[src/rtl/rec_pkg.sv]
// Package: control register layout and field type for the resource event counter.
// Assumes a fixed 32-bit control word with 4-bit selection indices.
package rec_pkg;
    localparam int REG_W     = 32;
    localparam int IDX_W     = 4;
    localparam int SELF_BIT  = 16;
    localparam int RKIND_BIT = 15;
    localparam int RIDX_LSB  = 8;
    localparam int CKIND_BIT = 7;
    localparam int CIDX_LSB  = 0;
    localparam logic [REG_W-1:0] DEFINED_MASK =
        (REG_W'(1) << SELF_BIT) | (REG_W'(1) << RKIND_BIT) |
        (REG_W'(4'hF) << RIDX_LSB) | (REG_W'(1) << CKIND_BIT) |
        (REG_W'(4'hF) << CIDX_LSB);

    typedef struct packed {
        logic             self_reload;
        logic             reload_pair;
        logic [IDX_W-1:0] reload_idx;
        logic             count_pair;
        logic [IDX_W-1:0] count_idx;
    } ctl_fields_t;
endpackage

[src/rtl/rec_ctl_reg.sv]
// Control register: stores only the defined fields of a write and decodes them.
// Assumes a single-cycle write strobe; read data is the stored value.
module rec_ctl_reg
    import rec_pkg::*;
(
    input  logic             clk,
    input  logic             rst_n,
    input  logic             wr_en,
    input  logic [REG_W-1:0] wdata,
    output logic [REG_W-1:0] rdata,
    output ctl_fields_t      fields
);
    logic [REG_W-1:0] ctl_q;
    logic             unused_rsvd;

    // Capture a write with reserved bits forced to zero; clear on reset.
    always_ff @(posedge clk) begin
        if (!rst_n)
            ctl_q <= '0;
        else if (wr_en)
            ctl_q <= wdata & DEFINED_MASK;
    end

    // Split the stored word into named fields.
    always_comb begin
        fields.self_reload = ctl_q[SELF_BIT];
        fields.reload_pair = ctl_q[RKIND_BIT];
        fields.reload_idx  = ctl_q[RIDX_LSB +: IDX_W];
        fields.count_pair  = ctl_q[CKIND_BIT];
        fields.count_idx   = ctl_q[CIDX_LSB +: IDX_W];
    end

    assign rdata       = ctl_q;
    assign unused_rsvd = ^(ctl_q & ~DEFINED_MASK);

    assert_write_mask_R2: assert property (@(posedge clk) disable iff (!rst_n)
        wr_en |=> rdata == ($past(wdata) & DEFINED_MASK));
    assert_hold_no_write_R2: assert property (@(posedge clk) disable iff (!rst_n)
        !wr_en |=> $stable(rdata));
endmodule

[src/rtl/rec_res_select.sv]
// Resource selector: picks one single line or one combined pair by kind and index.
// Assumes NUM_PAIR is a power of two no larger than NUM_SINGLE.
module rec_res_select #(
    parameter int NUM_SINGLE = 16,
    parameter int NUM_PAIR   = 8,
    localparam int SEL_W     = $clog2(NUM_SINGLE),
    localparam int PAIR_W    = $clog2(NUM_PAIR)
) (
    input  logic                  is_pair,
    input  logic [SEL_W-1:0]      idx,
    input  logic [NUM_SINGLE-1:0] single_res,
    input  logic [NUM_PAIR-1:0]   pair_res,
    output logic                  active
);
    // Pairs use the low index bits only; single lines use the full index.
    always_comb begin
        if (is_pair)
            active = pair_res[idx[PAIR_W-1:0]];
        else
            active = single_res[idx];
    end
endmodule

[src/rtl/rec_down_counter.sv]
// Down-counter core: reload has priority, then decrement while nonzero.
// Assumes count and reload conditions are already resolved to single bits.
module rec_down_counter #(
    parameter int CNT_W = 16
) (
    input  logic             clk,
    input  logic             rst_n,
    input  logic             cnt_act,
    input  logic             rld_act,
    input  logic             self_en,
    input  logic [CNT_W-1:0] reload_value,
    output logic [CNT_W-1:0] count,
    output logic             is_zero
);
    logic [CNT_W-1:0] cnt_q;
    logic [CNT_W-1:0] cnt_d;
    logic             at_zero;
    logic             do_reload;

    assign at_zero   = (cnt_q == '0);
    assign do_reload = rld_act | (self_en & cnt_act & at_zero);

    // Next value: reload wins, otherwise step down when counting and nonzero.
    always_comb begin
        cnt_d = cnt_q;
        if (do_reload)
            cnt_d = reload_value;
        else if (cnt_act && !at_zero)
            cnt_d = cnt_q - CNT_W'(1);
    end

    // Counter state register with synchronous clear.
    always_ff @(posedge clk) begin
        if (!rst_n)
            cnt_q <= '0;
        else
            cnt_q <= cnt_d;
    end

    assign count   = cnt_q;
    assign is_zero = at_zero;

    assert_step_one_R6: assert property (@(posedge clk) disable iff (!rst_n)
        (!rld_act && cnt_act && cnt_q != '0) |=> cnt_q == CNT_W'($past(cnt_q) - CNT_W'(1)));
    assert_idle_hold_R6: assert property (@(posedge clk) disable iff (!rst_n)
        (!rld_act && !cnt_act) |=> $stable(cnt_q));
    assert_reload_load_R7: assert property (@(posedge clk) disable iff (!rst_n)
        rld_act |=> cnt_q == $past(reload_value));
    assert_no_wrap_R8: assert property (@(posedge clk) disable iff (!rst_n)
        (!self_en && !rld_act && cnt_q == '0) |=> cnt_q == '0);
    assert_self_reload_R9: assert property (@(posedge clk) disable iff (!rst_n)
        (self_en && cnt_act && cnt_q == '0) |=> cnt_q == $past(reload_value));
endmodule

[src/rtl/resource_event_counter.sv]
// Top: control register, two resource selectors (count, reload) and the counter.
// Assumes resource lines are synchronous to clk; selection uses the stored control.
module resource_event_counter
    import rec_pkg::*;
#(
    parameter int CNT_W      = 16,
    parameter int NUM_SINGLE = 16,
    parameter int NUM_PAIR   = 8
) (
    input  logic                  clk,
    input  logic                  rst_n,
    input  logic                  reg_wr_en,
    input  logic [REG_W-1:0]      reg_wdata,
    output logic [REG_W-1:0]      reg_rdata,
    input  logic [NUM_SINGLE-1:0] single_res,
    input  logic [NUM_PAIR-1:0]   pair_res,
    input  logic [CNT_W-1:0]      reload_value,
    output logic [CNT_W-1:0]      count_value,
    output logic                  count_zero
);
    localparam int NUM_COND = 2;   // index 0: count condition, 1: reload condition

    ctl_fields_t      ctl;
    logic [NUM_COND-1:0]   cond_pair;
    logic [IDX_W-1:0]      cond_idx [NUM_COND];
    logic [NUM_COND-1:0]   cond_act;

    rec_ctl_reg u_ctl (
        .clk    (clk),
        .rst_n  (rst_n),
        .wr_en  (reg_wr_en),
        .wdata  (reg_wdata),
        .rdata  (reg_rdata),
        .fields (ctl)
    );

    // Route the kind and index of each condition to its selector.
    always_comb begin
        cond_pair[0] = ctl.count_pair;
        cond_idx[0]  = ctl.count_idx;
        cond_pair[1] = ctl.reload_pair;
        cond_idx[1]  = ctl.reload_idx;
    end

    for (genvar g = 0; g < NUM_COND; g++) begin : g_sel
        rec_res_select #(
            .NUM_SINGLE (NUM_SINGLE),
            .NUM_PAIR   (NUM_PAIR)
        ) u_sel (
            .is_pair    (cond_pair[g]),
            .idx        (cond_idx[g]),
            .single_res (single_res),
            .pair_res   (pair_res),
            .active     (cond_act[g])
        );
    end

    rec_down_counter #(.CNT_W(CNT_W)) u_cnt (
        .clk          (clk),
        .rst_n        (rst_n),
        .cnt_act      (cond_act[0]),
        .rld_act      (cond_act[1]),
        .self_en      (ctl.self_reload),
        .reload_value (reload_value),
        .count        (count_value),
        .is_zero      (count_zero)
    );

    assert_reset_clear_R1: assert property (@(posedge clk)
        !rst_n |=> (count_value == '0 && reg_rdata == '0));
    assert_single_pick_R3: assert property (@(posedge clk) disable iff (!rst_n)
        (!ctl.count_pair && !cond_act[1] && single_res[ctl.count_idx] && count_value != '0)
        |=> count_value == CNT_W'($past(count_value) - CNT_W'(1)));
    assert_zero_flag_R10: assert property (@(posedge clk) disable iff (!rst_n)
        count_zero == (count_value == '0));
endmodule

[config.mk]
export PLATFORM = sky130hd
export DESIGN_NAME = resource_event_counter
export DESIGN_NICKNAME = d
export VERILOG_FILES = /design/src/rtl/rec_pkg.sv /design/src/rtl/rec_ctl_reg.sv /design/src/rtl/rec_res_select.sv /design/src/rtl/rec_down_counter.sv /design/src/rtl/resource_event_counter.sv
export SDC_FILE = /design/constraint.sdc
export NUM_CORES = 1
export LEC_CHECK = 0
export ABC_AREA = 1
export BUFFER_PORTS_ARGS = -buffer_cell sky130_fd_sc_hd__buf_2
export CAP_MARGIN = 20
export CELL_PAD_IN_SITES_DETAIL_PLACEMENT = 0
export CELL_PAD_IN_SITES_GLOBAL_PLACEMENT = 2
export CORE_UTILIZATION = 20
export CTS_CLUSTER_SIZE = 16
export DETAILED_ROUTE_END_ITERATION = 12
export PLACE_DENSITY = 0.76
export SLEW_MARGIN = 30
export SYNTH_ARGS = -nofsm -noshare
export SYNTH_HDL_FRONTEND = slang
export SYNTH_SLANG_ARGS = --single-unit
[constraint.sdc]
create_clock -name clk -period 1.6 [get_ports clk]
set_input_delay 0.16 -clock clk [delete_from_list [all_inputs] [get_ports clk]]
set_output_delay 0.16 -clock clk [all_outputs]
set_load 0.005 [all_outputs]
---- Word level (Yosys, flattened, before mapping) ----
Cells that the tools add are included.
storage, ports and cells
  input bits .............................. 75
  flip-flop bits (word level) ............. 27
  logic and storage cells ................. 26
operators by class
  add/subtract/negate cells ............... 1
  reductions and logical operators ........ 4
  mux-type cells .......................... 12
  bitwise logic cells ..................... 3
  $lt $le $gt $ge ......................... 4
operator list
  operator               count
  $mux 16                2
  $logic_not 16->1       1
  $sub 16x1->16 const B  1
  $lt 4x5->1 const B     2
  $bmux 1 s4             2
  $lt 3x4->1 const B     2
  $bmux 1 s3             2
  $mux 1                 6
  $and 1x1->1            2
  $reduce_bool 2->1      1
  $logic_and 1x1->1      1
  $logic_not 1->1        1
  $or 1x1->1             1

---- Longest topological paths before layout ----
Gate-level depths: netlist (run 1).
  word-level depth ........................ 7
  gate-level depth with buffers ........... 14

---- By module ----
Synthesis (run 1) repeated with hierarchy kept, for this count alone.
unflattened totals
  cell total of the unflattened synthesis .. 450
  area, all modules ....................... 2555.0 µm²
modules (own cells, without submodules)
  module            cells an instance  instances  area each (µm²)
  rec_down_counter  212                1          1253.7
  rec_ctl_reg       102                1          698.2
  rec_res_select    68                 2          301.5

---- Worst setup path after synthesis (run 1) ----
No wires, ideal clock.
  path kind ............................... register to register
  start ................................... reg u_cnt.cnt_q[0] (netlist: u_cnt.count[0])
  end ..................................... reg u_cnt.cnt_q[7] (netlist: u_cnt.count[7])
  arrival ................................. 1.660 ns
  clock period less this slack ............ 1.792 ns
  buffers on the path ..................... 1
  cell stages (with the launch flop) ...... 13
  path slack .............................. -0.192 ns
  cell sequence ........................... dfxtp_1 -> inv_1 -> ha_1 -> nand2_2 -> nor2_4 -> nand4_4 -> nor3_2 -> nand3_2 -> nand2_4 -> buf_2 -> nand2_1 -> nand2_1 -> a21oi_2
between the ends
  word-level cells in the longest chain between the ends .. 4
  elaborated cells on any way between the ends .. 9
RTL lines
  what                                                   line                    source
  from (decl)                                            rec_down_counter.sv:15  logic [CNT_W-1:0] cnt_q;
  from (signal assigned)                                 rec_down_counter.sv:37  cnt_q <= cnt_d;
  branches (longest 4 deep; another with $sub 16x1->16)  -
Several ways; the timed one is not identified. The select of a mux whose other input is x is not followed.
A chain may end at the register's enable or synchronous reset.

---- Worst setup path in the final report (run 1) ----
  start ................................... reg u_cnt.cnt_q[0] (netlist: u_cnt.count[0])
  end ..................................... reg u_cnt.cnt_q[13] (netlist: u_cnt.count[13])
Same word-level chain as after synthesis.

==> results of run 1 <==
==> worst max path at each step <==
stage	from	to	slack, ns	cells after the start
5_1_grt	u_cnt.count[0]	u_cnt.count[8]	-0.38	13
6_report	u_cnt.count[0]	u_cnt.count[13]	-0.27	12
4_1_cts	u_cnt.count[0]	u_cnt.count[8]	-0.21	13
3_3_place_gp	u_cnt.count[4]	u_cnt.count[8]	-0.16	11
2_1_floorplan	u_ctl.rdata[0]	u_cnt.count[13]	-0.04	14
3_5_place_dp	u_cnt.count[4]	u_cnt.count[11]	-0.21	12
==> through the flow <==
stage | setup WS (ns) | std cells | util | hold slack, ns
6_report | -0.275 | 655 | 0.302 | 0.189
5_1_grt | -0.384 | 655 | 0.302 | 0.225
4_1_cts | -0.208 | 652 | 0.290 | 0.199
3_5_place_dp | -0.206 | 647 | 0.282 | 0.476
3_3_place_gp | -0.159 | 647 | 0.282 | 0.465
2_1_floorplan | -0.0361 | 410 | - | 0.298
==> where the power goes <==
part / switching, mW / total, mW / internal, mW
Combinational: 0.921 / 1.72 / 0.801
Clock: 0.253 / 0.595 / 0.342
Sequential: 0.0652 / 0.831 / 0.766
Total: 1.24 / 3.15 / 1.91
==> tightest hold or removal path, cell delays in order <==
cell     delay (ns)
buf_2          0.07
o21ai_0        0.07
a21oi_1        0.11
==> what timing repair did <==
action                                  CTS  global route
buffers inserted                          1             3
endpoints found under the setup margin   17            17
gates resized for setup                   4            28
cloned                                    0             1
pin swaps                                 2            25
==> area by class of cell <==
type | count | area, um^2
fillers | 1290 | 8070
well taps | 143 | 179
flip-flops and latches | 27 | 546
inverters | 53 | 204
repair buffers | 139 | 937
multi-input cells | 289 | 1550
clock buffers | 4 | 78.8
==> per-layer routing <==
layer,track usage,vias up,routed length [um],share of wire
li1,-,1444,-,-
met1,0.173,1262,3950,0.48
met2,0.220,68,3980,0.48
met3,0.0125,4,258,0.031
met4,0.0243,0,56,0.0068
met5,0,-,0,0
==> cell families (layout without fill, tap and decap cells) <==
group	Yosys count	in the layout	share of synthesized area
adders and majority gates	1	1	0.00520
buffers and inverters	94	196	0.202
xor gates and xnor gates	12	12	0.0437
DFF	27	27	0.225
other	1	21	0.00156
and+or+nand+nor	196	196	0.384
AOI/OAI and AO/OA	59	59	0.140
==> flip-flops by register name (all words and copies together) (netlist names) <==
name	flops
u_ctl.rdata	11
u_cnt.count	16
==> layout by cell type, fill, tap and decap left out, drive strengths merged <==
cell type / Yosys / layout
nand3: 29 / 29
xnor2: 3 / 3
clkbuf: 4 / 5
nor2: 44 / 44
inv: 53 / 53
xor2: 9 / 9
buf: 37 / 138
conb: 1 / 21
dfxtp: 27 / 27
nand2: 101 / 101
and3: 1 / 1
ha: 1 / 1
nor3: 4 / 4
a21oi: 26 / 26
nand4: 17 / 17
o21ai: 25 / 25
o211ai: 8 / 8
==> flow_summary.json, run 1 <==
{
  "portBuffers": 81,
  "firstDrtPassIters": 9,
  "clkSinkCount": 27,
  "clk_latency_ns": 0.26,
  "start_util": 0.208,
  "grt_max_degree": 21,
  "crit_family": "simple AND/OR/NAND/NOR gates",
  "nNetsFinal": 589,
  "fin_crit_ns": 1.87,
  "syn_inst": 390,
  "holdCritStartpoint": "reg_wdata[1]",
  "slew_viol_final": 0,
  "critPathArrivalTime_ns": 2.03,
  "startpoint_type": "register",
  "drive_above_1_share": 0.367,
  "criticalPathCategory": "reg2reg",
  "async_flop_share": 0,
  "yosysMostFrequentCell": "nand2_1",
  "cpPeakStageDelay_ns": 0.33,
  "cpMaxStageDelayCell": "dfxtp_2",
  "ys_seq_area_frac": 0.225,
  "ys_warn_count": 0,
  "drt_iter0_markers": 146,
  "worst_slew_pin_slew_ns": 0.552,
  "netlist_top_cells_area": "dfxtp_1, nand2_1, buf_4",
  "routed_via_density": 4.24,
  "diodes": 0,
  "clk_path_buf_depth": 2,
  "grt_pass1_wl_mm": 13.0,
  "r2r_cells": 12,
  "cts.htree.levels": 1,
  "power.total_mw": 3.15,
  "coreArea_um2": 11600,
  "synth_area_per_cell_um2": 6.17,
  "rr_endpoint": "u_cnt.count[13]",
  "cts_tree": "done",
  "wire_per_inst_um": 12.6,
  "final.setup_skew_ns": 0.00446,
  "rsz0062_at_grt": "true",
  "cts_buffers": 3,
  "relSlewSlack": 0.632,
  "fmax_ghz": 0.533,
  "crit_fanout": 8,
  "p_per_area_nw_per_um2": 902,
  "synth_edf_count": 0,
  "wl_mm": 8.25,
  "design_area_um2": 3490,
  "grt_pass1_vias": 2671,
  "rows": 39,
  "die_height_um": 112,
  "violations": "DRC, setup timing",
  "antenna_found_initial": 0,
  "syn_to_final_growth_pct": 45.1,
  "reg2reg_from": "u_cnt.count[0]",
  "maxCapViolations": 0,
  "synth_top_area_frac": 0.225,
  "ir_drop_mv": 0.404,
  "gr-total-overflow": 0,
  "hold_end": "u_ctl.rdata[1]",
  "hold_viol": 0,
  "outcome": "finished with violations",
  "finalSetupViolCount": 17,
  "fp.dieW_um": 112,
  "fin_setup_tns_ns": -3.86,
  "endpoint_kind": "register",
  "io_pins": 124,
  "synth-seq-cells": 27,
  "critPathRequiredTime_ns": 1.75,
  "yosys.area.top_type": "dfxtp_1",
  "synthFlopType": "dfxtp_1",
  "cts_root_buf": "clkbuf_16",
  "ctsHoldBuffers": 0,
  "die-area_um2": 12500,
  "finalCritPeriodShare": 1.17,
  "place_congestion": 0.820,
  "worstPathCellList": "inv_2 -> ha_4 -> nand2_4 -> nor2_4 -> nand4_4 -> nor3_4 -> nand3_4 -> nand2_8 -> clkbuf_16 -> o21ai_2 -> nor2_1 -> nor2_1",
  "cp_common_cell": "nor2_1",
  "p_leak_nw": 1.80,
  "synth.distinct_cells": 33,
  "hold_path_class": "in2reg",
  "syn-cell-area_um2": 2410,
  "final.setup.worst_slack_ns": -0.275,
  "rrSetupSlack_ns": -0.27,
  "antenna_left": 0,
  "drc": 5,
  "vias": 2778,
  "synth_common_cells": "nand2_1, inv_1, nor2_1",
  "place_area_um2": 3260,
  "path_clk_slew_ns": 0.07,
  "place_hpwl_mm": 6.38,
  "grt_usage": 0.128,
  "cp.buffers_inverters": 2,
  "hold_depth": 3
}
No activity file was read; power rests on OpenSTA's default activity.
==> run 2, diff against run 1 <==
==> constraint.sdc (replaced) <==
create_clock -name clk -period 1.6 [get_ports clk]
set_input_delay 0.32 -clock clk [delete_from_list [all_inputs] [get_ports clk]]
set_output_delay 0.32 -clock clk [all_outputs]
set_load 0.005 [all_outputs]
==> run 2 against run 1 <==
  * The run still ends with DRC, setup timing left
  * Clock-buffer cell count did not move
  * Largest power group unchanged
  * Clock skew is 0.0011 ns higher
  * Via count rose by 0.86%
  * Sequential power is essentially flat
  * Core utilization grew 0.94 points
  * Combinational power rose by 2%
  * Total power grew 1.1%
  * Global-route usage decreased by 0.10 points
==> flow_summary.json, run 2 (same netlist as run 1, synthesis figures left out) <==
{
  "outcome": "finished with violations",
  "violations": "DRC, setup timing",
  "endpoint_kind": "primary output",
  "io_pins": 124,
  "cpPeakStageDelay_ns": 0.33,
  "final.setup_skew_ns": 0.00551,
  "worstPathCellList": "inv_2 -> ha_4 -> nand2_4 -> nor2_4 -> nand4_4 -> nor2_4 -> buf_6 -> buf_6",
  "firstDrtPassIters": 8,
  "start_util": 0.208,
  "internal_power_mw": 1.94,
  "rows": 39,
  "dp_slack_ns": -0.186,
  "vias": 2802,
  "largest_reg_flops": 16,
  "antenna_left": 0,
  "place_hpwl_mm": 6.26,
  "clk_path_buf_depth": 2,
  "grt_pass1_vias": 2675,
  "hold_path_class": "in2reg",
  "grt_usage": 0.127,
  "ctsHoldBuffers": 0,
  "comb_power_share": 0.553,
  "seq_power_share": 0.261,
  "die-area_um2": 12500,
  "finalSetupViolCount": 17,
  "die_height_um": 112,
  "grt_pass1_wl_mm": 12.8,
  "p_leak_nw": 1.84,
  "antenna_found_initial": 0,
  "fin_crit_ns": 1.80,
  "portBuffers": 81,
  "gr-total-overflow": 0,
  "hold_viol": 0,
  "criticalPathCategory": "reg2out",
  "startpoint_type": "register",
  "routed_via_density": 4.25,
  "crit_family": "simple AND/OR/NAND/NOR gates",
  "critPathArrivalTime_ns": 1.48,
  "reg2reg_from": "u_cnt.count[0]",
  "crit_path_start": "u_cnt.count[0]",
  "n_fill_cell": 1288,
  "cpMaxStageDelayCell": "dfxtp_2",
  "crit_fanout": 3,
  "drc": 5,
  "maxCapViolations": 0,
  "diodes": 0,
  "rsz0062_at_grt": "true",
  "final.setup.worst_slack_ns": -0.195,
  "place_area_um2": 3250,
  "clkSinkCount": 27,
  "final_core_util": 0.311,
  "clkPwrFrac": 0.186,
  "mostFrequentLayoutCell": "nand2_1",
  "cts_root_buf": "clkbuf_16",
  "drt_iter0_markers": 126,
  "syn_to_final_growth_pct": 49.6,
  "cts.htree.levels": 1,
  "path_clk_slew_ns": 0.07,
  "final_cell_mix": "nand2_1, buf_2, buf_4, inv_1, nor2_1",
  "p_per_area_nw_per_um2": 884,
  "wl_mm": 7.96,
  "cts_buffers": 3,
  "fmax_ghz": 0.557,
  "grt_max_degree": 23,
  "coreArea_um2": 11600,
  "critPathRequiredTime_ns": 1.28,
  "p_sw_frac": 0.392,
  "cts_tree": "done",
  "holdCritStartpoint": "reg_wdata[16]",
  "nNetsFinal": 594,
  "slew_viol_final": 0,
  "clk_latency_ns": 0.27,
  "place_congestion": 0.802,
  "ir_drop_mv": 0.441,
  "fp.dieW_um": 112,
  "drive_above_1_share": 0.397,
  "design_area_um2": 3600,
  "cp.buffers_inverters": 3,
  "wire_per_inst_um": 12.1,
  "p_switching_mw": 1.25,
  "finalCritPeriodShare": 1.12
}
==> run 2: worst min-delay path, cell delays in order <==
cell	delay [ns]
buf_2	0.08
o21ai_0	0.07
a21oi_1	0.10
==> run 2: worst paths after layout <==
path | end | slack (ns) | depth (start not counted)
worst max-delay path | count_zero | -0.20 | 8
worst min-delay path | u_ctl.rdata[16] | 0.34 | 3
worst max register to register | u_cnt.count[15] | -0.18 | 12
worst min register to register | u_ctl.rdata[15] | 0.52 | 2
==> run 2: cell type report <==
| class | count | area, um^2 | share of cell area |
|---|---|---|---|
| clock buffers | 4 | 78.8 | 0.0219 |
| multi-input cells | 289 | 1610 | 0.447 |
| repair buffers | 144 | 981 | 0.272 |
| well taps | 143 | 179 | 0.0497 |
| inverters | 53 | 201 | 0.0559 |
| flip-flops and latches | 27 | 551 | 0.153 |
==> run 2: what timing repair did <==
item | in CTS | in global routing
pin swaps | 3 | 22
buffers inserted | 2 | 4
resized for setup | 6 | 50
gates cloned | 0 | 2
setup endpoints to repair | 17 | 17
hold endpoints to repair | 0 | 0
==> run 2: per-stage QoR <==
stage / cells / hold WS [ns] / power, mW / TNS (ns)
after floorplan: 410 / 0.458 / 1.82 / -0.379
after global placement: 648 / 0.486 / 2.41 / -2.44
after detailed placement: 648 / 0.497 / 2.42 / -2.72
final: 660 / 0.341 / 3.18 / -2.40
after CTS: 654 / 0.339 / 3.06 / -2.88
after global routing: 660 / 0.350 / 3.44 / -4.55
==> run 2: power groups by stage <==
stage | clock network (mW) | registers, mW | logic, mW
floorplan | 0 | 0.892 | 0.927
global placement | 0 | 0.841 | 1.57
detailed placement | 0 | 0.843 | 1.58
CTS | 0.619 | 0.828 | 1.61
global route | 0.636 | 0.846 | 1.96
finish | 0.591 | 0.831 | 1.76
==> run 2: routing by layer <==
metal	routed length, um	GRT usage	part of all wire
met1	3890	0.171	0.49
met4	90	0.0351	0.011
met2	3710	0.212	0.47
met5	0	0	0
met3	271	0.0152	0.034
==> run 3, diff against run 2 <==
--- a/config.mk
+++ b/config.mk
@@ -6,14 +6,14 @@
 export NUM_CORES = 1
 export LEC_CHECK = 0
 export ABC_AREA = 1
-export BUFFER_PORTS_ARGS = -buffer_cell sky130_fd_sc_hd__buf_2
 export CAP_MARGIN = 20
 export CELL_PAD_IN_SITES_DETAIL_PLACEMENT = 0
 export CELL_PAD_IN_SITES_GLOBAL_PLACEMENT = 2
-export CORE_UTILIZATION = 20
+export CORE_UTILIZATION = 28
 export CTS_CLUSTER_SIZE = 16
 export DETAILED_ROUTE_END_ITERATION = 12
-export PLACE_DENSITY = 0.76
+export DONT_BUFFER_PORTS = 1
+export PLACE_DENSITY = 0.75
 export SLEW_MARGIN = 30
 export SYNTH_ARGS = -nofsm -noshare
 export SYNTH_HDL_FRONTEND = slang
==> run 3 against run 2 <==
  * The run ends with setup timing left
  * Sequential cell count stayed put
  * Sequential power rose by 0.6%
  * Largest cell class unchanged
  * Register-to-register slack lost 0.099 ns
  * Clock power decreased by 29%
  * Highest routed layer unchanged
  * Critical endpoint is now u_cnt.count[15]
  * Setup slack got worse by 0.084 ns
  * Via count shrank 11%
  * Fmax shrank 4.5%
  * Total power shrank 7.2%
  * Clock skew shrank 0.00093 ns
==> flow_summary.json, run 3 (same netlist as run 1, synthesis figures left out) <==
{
  "cts_tree": "done",
  "cts_root_buf": "clkbuf_8",
  "violations": "setup timing",
  "mostFrequentLayoutCell": "nand2_1",
  "holdCritStartpoint": "rst_n",
  "routed_via_density": 4.61,
  "fp.dieW_um": 94.7,
  "cts.htree.levels": 1,
  "fin_crit_ns": 1.88,
  "nNetsFinal": 515,
  "die-area_um2": 8970,
  "worst_slew_pin_slew_ns": 0.531,
  "rows": 33,
  "portBuffers": 0,
  "fin_setup_tns_ns": -4.33,
  "place_hpwl_mm": 5.65,
  "hold_path_class": "in2reg",
  "cpMaxStageDelayCell": "dfxtp_2",
  "worstPathCellList": "inv_2 -> ha_4 -> nand2_4 -> nor2_4 -> nand4_4 -> nor3_4 -> nand3_4 -> nand2_8 -> clkbuf_16 -> o21ai_2 -> nor2_1 -> nor2_1",
  "cp_common_cell": "nor2_1",
  "final_cell_mix": "nand2_1, buf_4, inv_1, nor2_1, dfxtp_1",
  "clkSinkCount": 27,
  "path_clk_slew_ns": 0.10,
  "maxCapViolations": 0,
  "outcome": "finished with violations",
  "fmax_ghz": 0.532,
  "drive_above_1_share": 0.313,
  "final.setup_skew_ns": 0.00458,
  "largest_reg_flops": 16,
  "firstDrtPassIters": 4,
  "cpPeakStageDelay_ns": 0.34,
  "highest_layer": "met4",
  "clk_path_buf_depth": 2,
  "place_congestion": 0.815,
  "clk_latency_ns": 0.28,
  "grt_max_degree": 23,
  "grt_usage": 0.160,
  "endpoint_kind": "register",
  "met3_length_um": 504,
  "diodes": 0,
  "antenna_found_initial": 0,
  "p_per_area_nw_per_um2": 916,
  "reg2reg_from": "u_cnt.count[1]",
  "cts_buffers": 3,
  "criticalPathCategory": "reg2reg",
  "crit_family": "simple AND/OR/NAND/NOR gates",
  "ctsHoldBuffers": 0,
  "grt_pass1_vias": 2348,
  "p_leak_nw": 1.57,
  "coreArea_um2": 8260,
  "holdWs_ns": 0.165,
  "wl_mm": 7.36,
  "io_pins": 124,
  "met2_length_mm": 3.44,
  "drt_iter0_markers": 72,
  "final.setup.worst_slack_ns": -0.279,
  "critPathRequiredTime_ns": 1.78,
  "critPathArrivalTime_ns": 2.05,
  "slew_viol_final": 0,
  "grt_pass1_wl_mm": 11.3,
  "vias": 2501,
  "wire_per_inst_um": 13.6,
  "drc": 0,
  "finalCritPeriodShare": 1.17,
  "antenna_left": 0,
  "wl_met1_mm": 3.35,
  "startpoint_type": "register",
  "die_height_um": 94.7,
  "hold_viol": 0,
  "rsz0062_at_grt": "true",
  "gr-total-overflow": 0,
  "crit_path_start": "u_cnt.count[1]",
  "syn_to_final_growth_pct": 34.0,
  "start_util": 0.292,
  "relSlewSlack": 0.645,
  "cp.buffers_inverters": 2,
  "n_fill_cell": 907,
  "ir_drop_mv": 0.477,
  "finalSetupViolCount": 17,
  "crit_fanout": 7
}
[run 3: changes by cell type in the layout (fill, tap and decap cells not counted), moves of 5 or more]
cell     before  now
nand2_4       4   13
buf_2        80    0
buf_6         8    3
nand2_2      10   17
nand2_1      86   70
[run 3: what timing repair did]
item | in CTS | in global routing
pin swaps | 3 | 22
gates cloned | 0 | 2
endpoints found under the setup margin | 17 | 17
resized for setup | 8 | 58
buffers inserted | 2 | 2
[run 3: worst paths after layout]
check | cells past startpoint | end | slack [ns]
worst max-delay path | 12 | u_cnt.count[15] | -0.28
worst min-delay path | 2 | u_ctl.rdata[0] | 0.17
worst max register to register | 12 | u_cnt.count[15] | -0.28
worst min register to register | 2 | u_ctl.rdata[11] | 0.54
[run 3: worst register-to-register path, stage by stage, from the launching register on]
cell and delay (ns):
dfxtp_2 0.34, inv_2 0.06, ha_4 0.15, nand2_4 0.06
nor2_4 0.14, nand4_4 0.14, nor3_4 0.25, nand3_4 0.12
nand2_8 0.15, clkbuf_16 0.17, o21ai_2 0.05, nor2_1 0.09
nor2_1 0.04
[run 3: layout make-up]
class | instances | area [um^2] | share of cell area
Timing Repair Buffer | 65 | 617 | 0.191
Sequential cell | 27 | 548 | 0.170
Inverter | 53 | 206 | 0.0640
Clock buffer | 4 | 45.0 | 0.0140
Tap cell | 105 | 131 | 0.0407
Multi-Input combinational cell | 289 | 1680 | 0.520
[run 3: layer usage]
| metal | vias up | track usage |
|---|---|---|
| li1 | 1293 | - |
| met1 | 1126 | 0.211 |
| met2 | 75 | 0.267 |
| met3 | 7 | 0.0282 |
| met4 | 0 | 0.0455 |
| met5 | - | 0 |
[run 3: where the power goes]
| group | switching (mW) | internal (mW) |
|---|---|---|
| Combinational | 0.929 | 0.769 |
| Sequential | 0.0703 | 0.765 |
| Clock | 0.240 | 0.179 |
| Total | 1.24 | 1.71 |
[run 3: metrics by stage]
step / cells / area (um^2) / power (mW) / utilization / setup slack [ns]
finish: 543 / 3230 / 2.95 / 0.391 / -0.279
global route: 543 / 3230 / 3.19 / 0.391 / -0.393
CTS: 539 / 2950 / 2.73 / 0.357 / -0.246
detailed placement: 533 / 2870 / 2.30 / 0.347 / -0.255
global placement: 533 / 2870 / 2.29 / 0.347 / -0.199
floorplan: 410 / 2510 / 1.82 / - / -0.0361
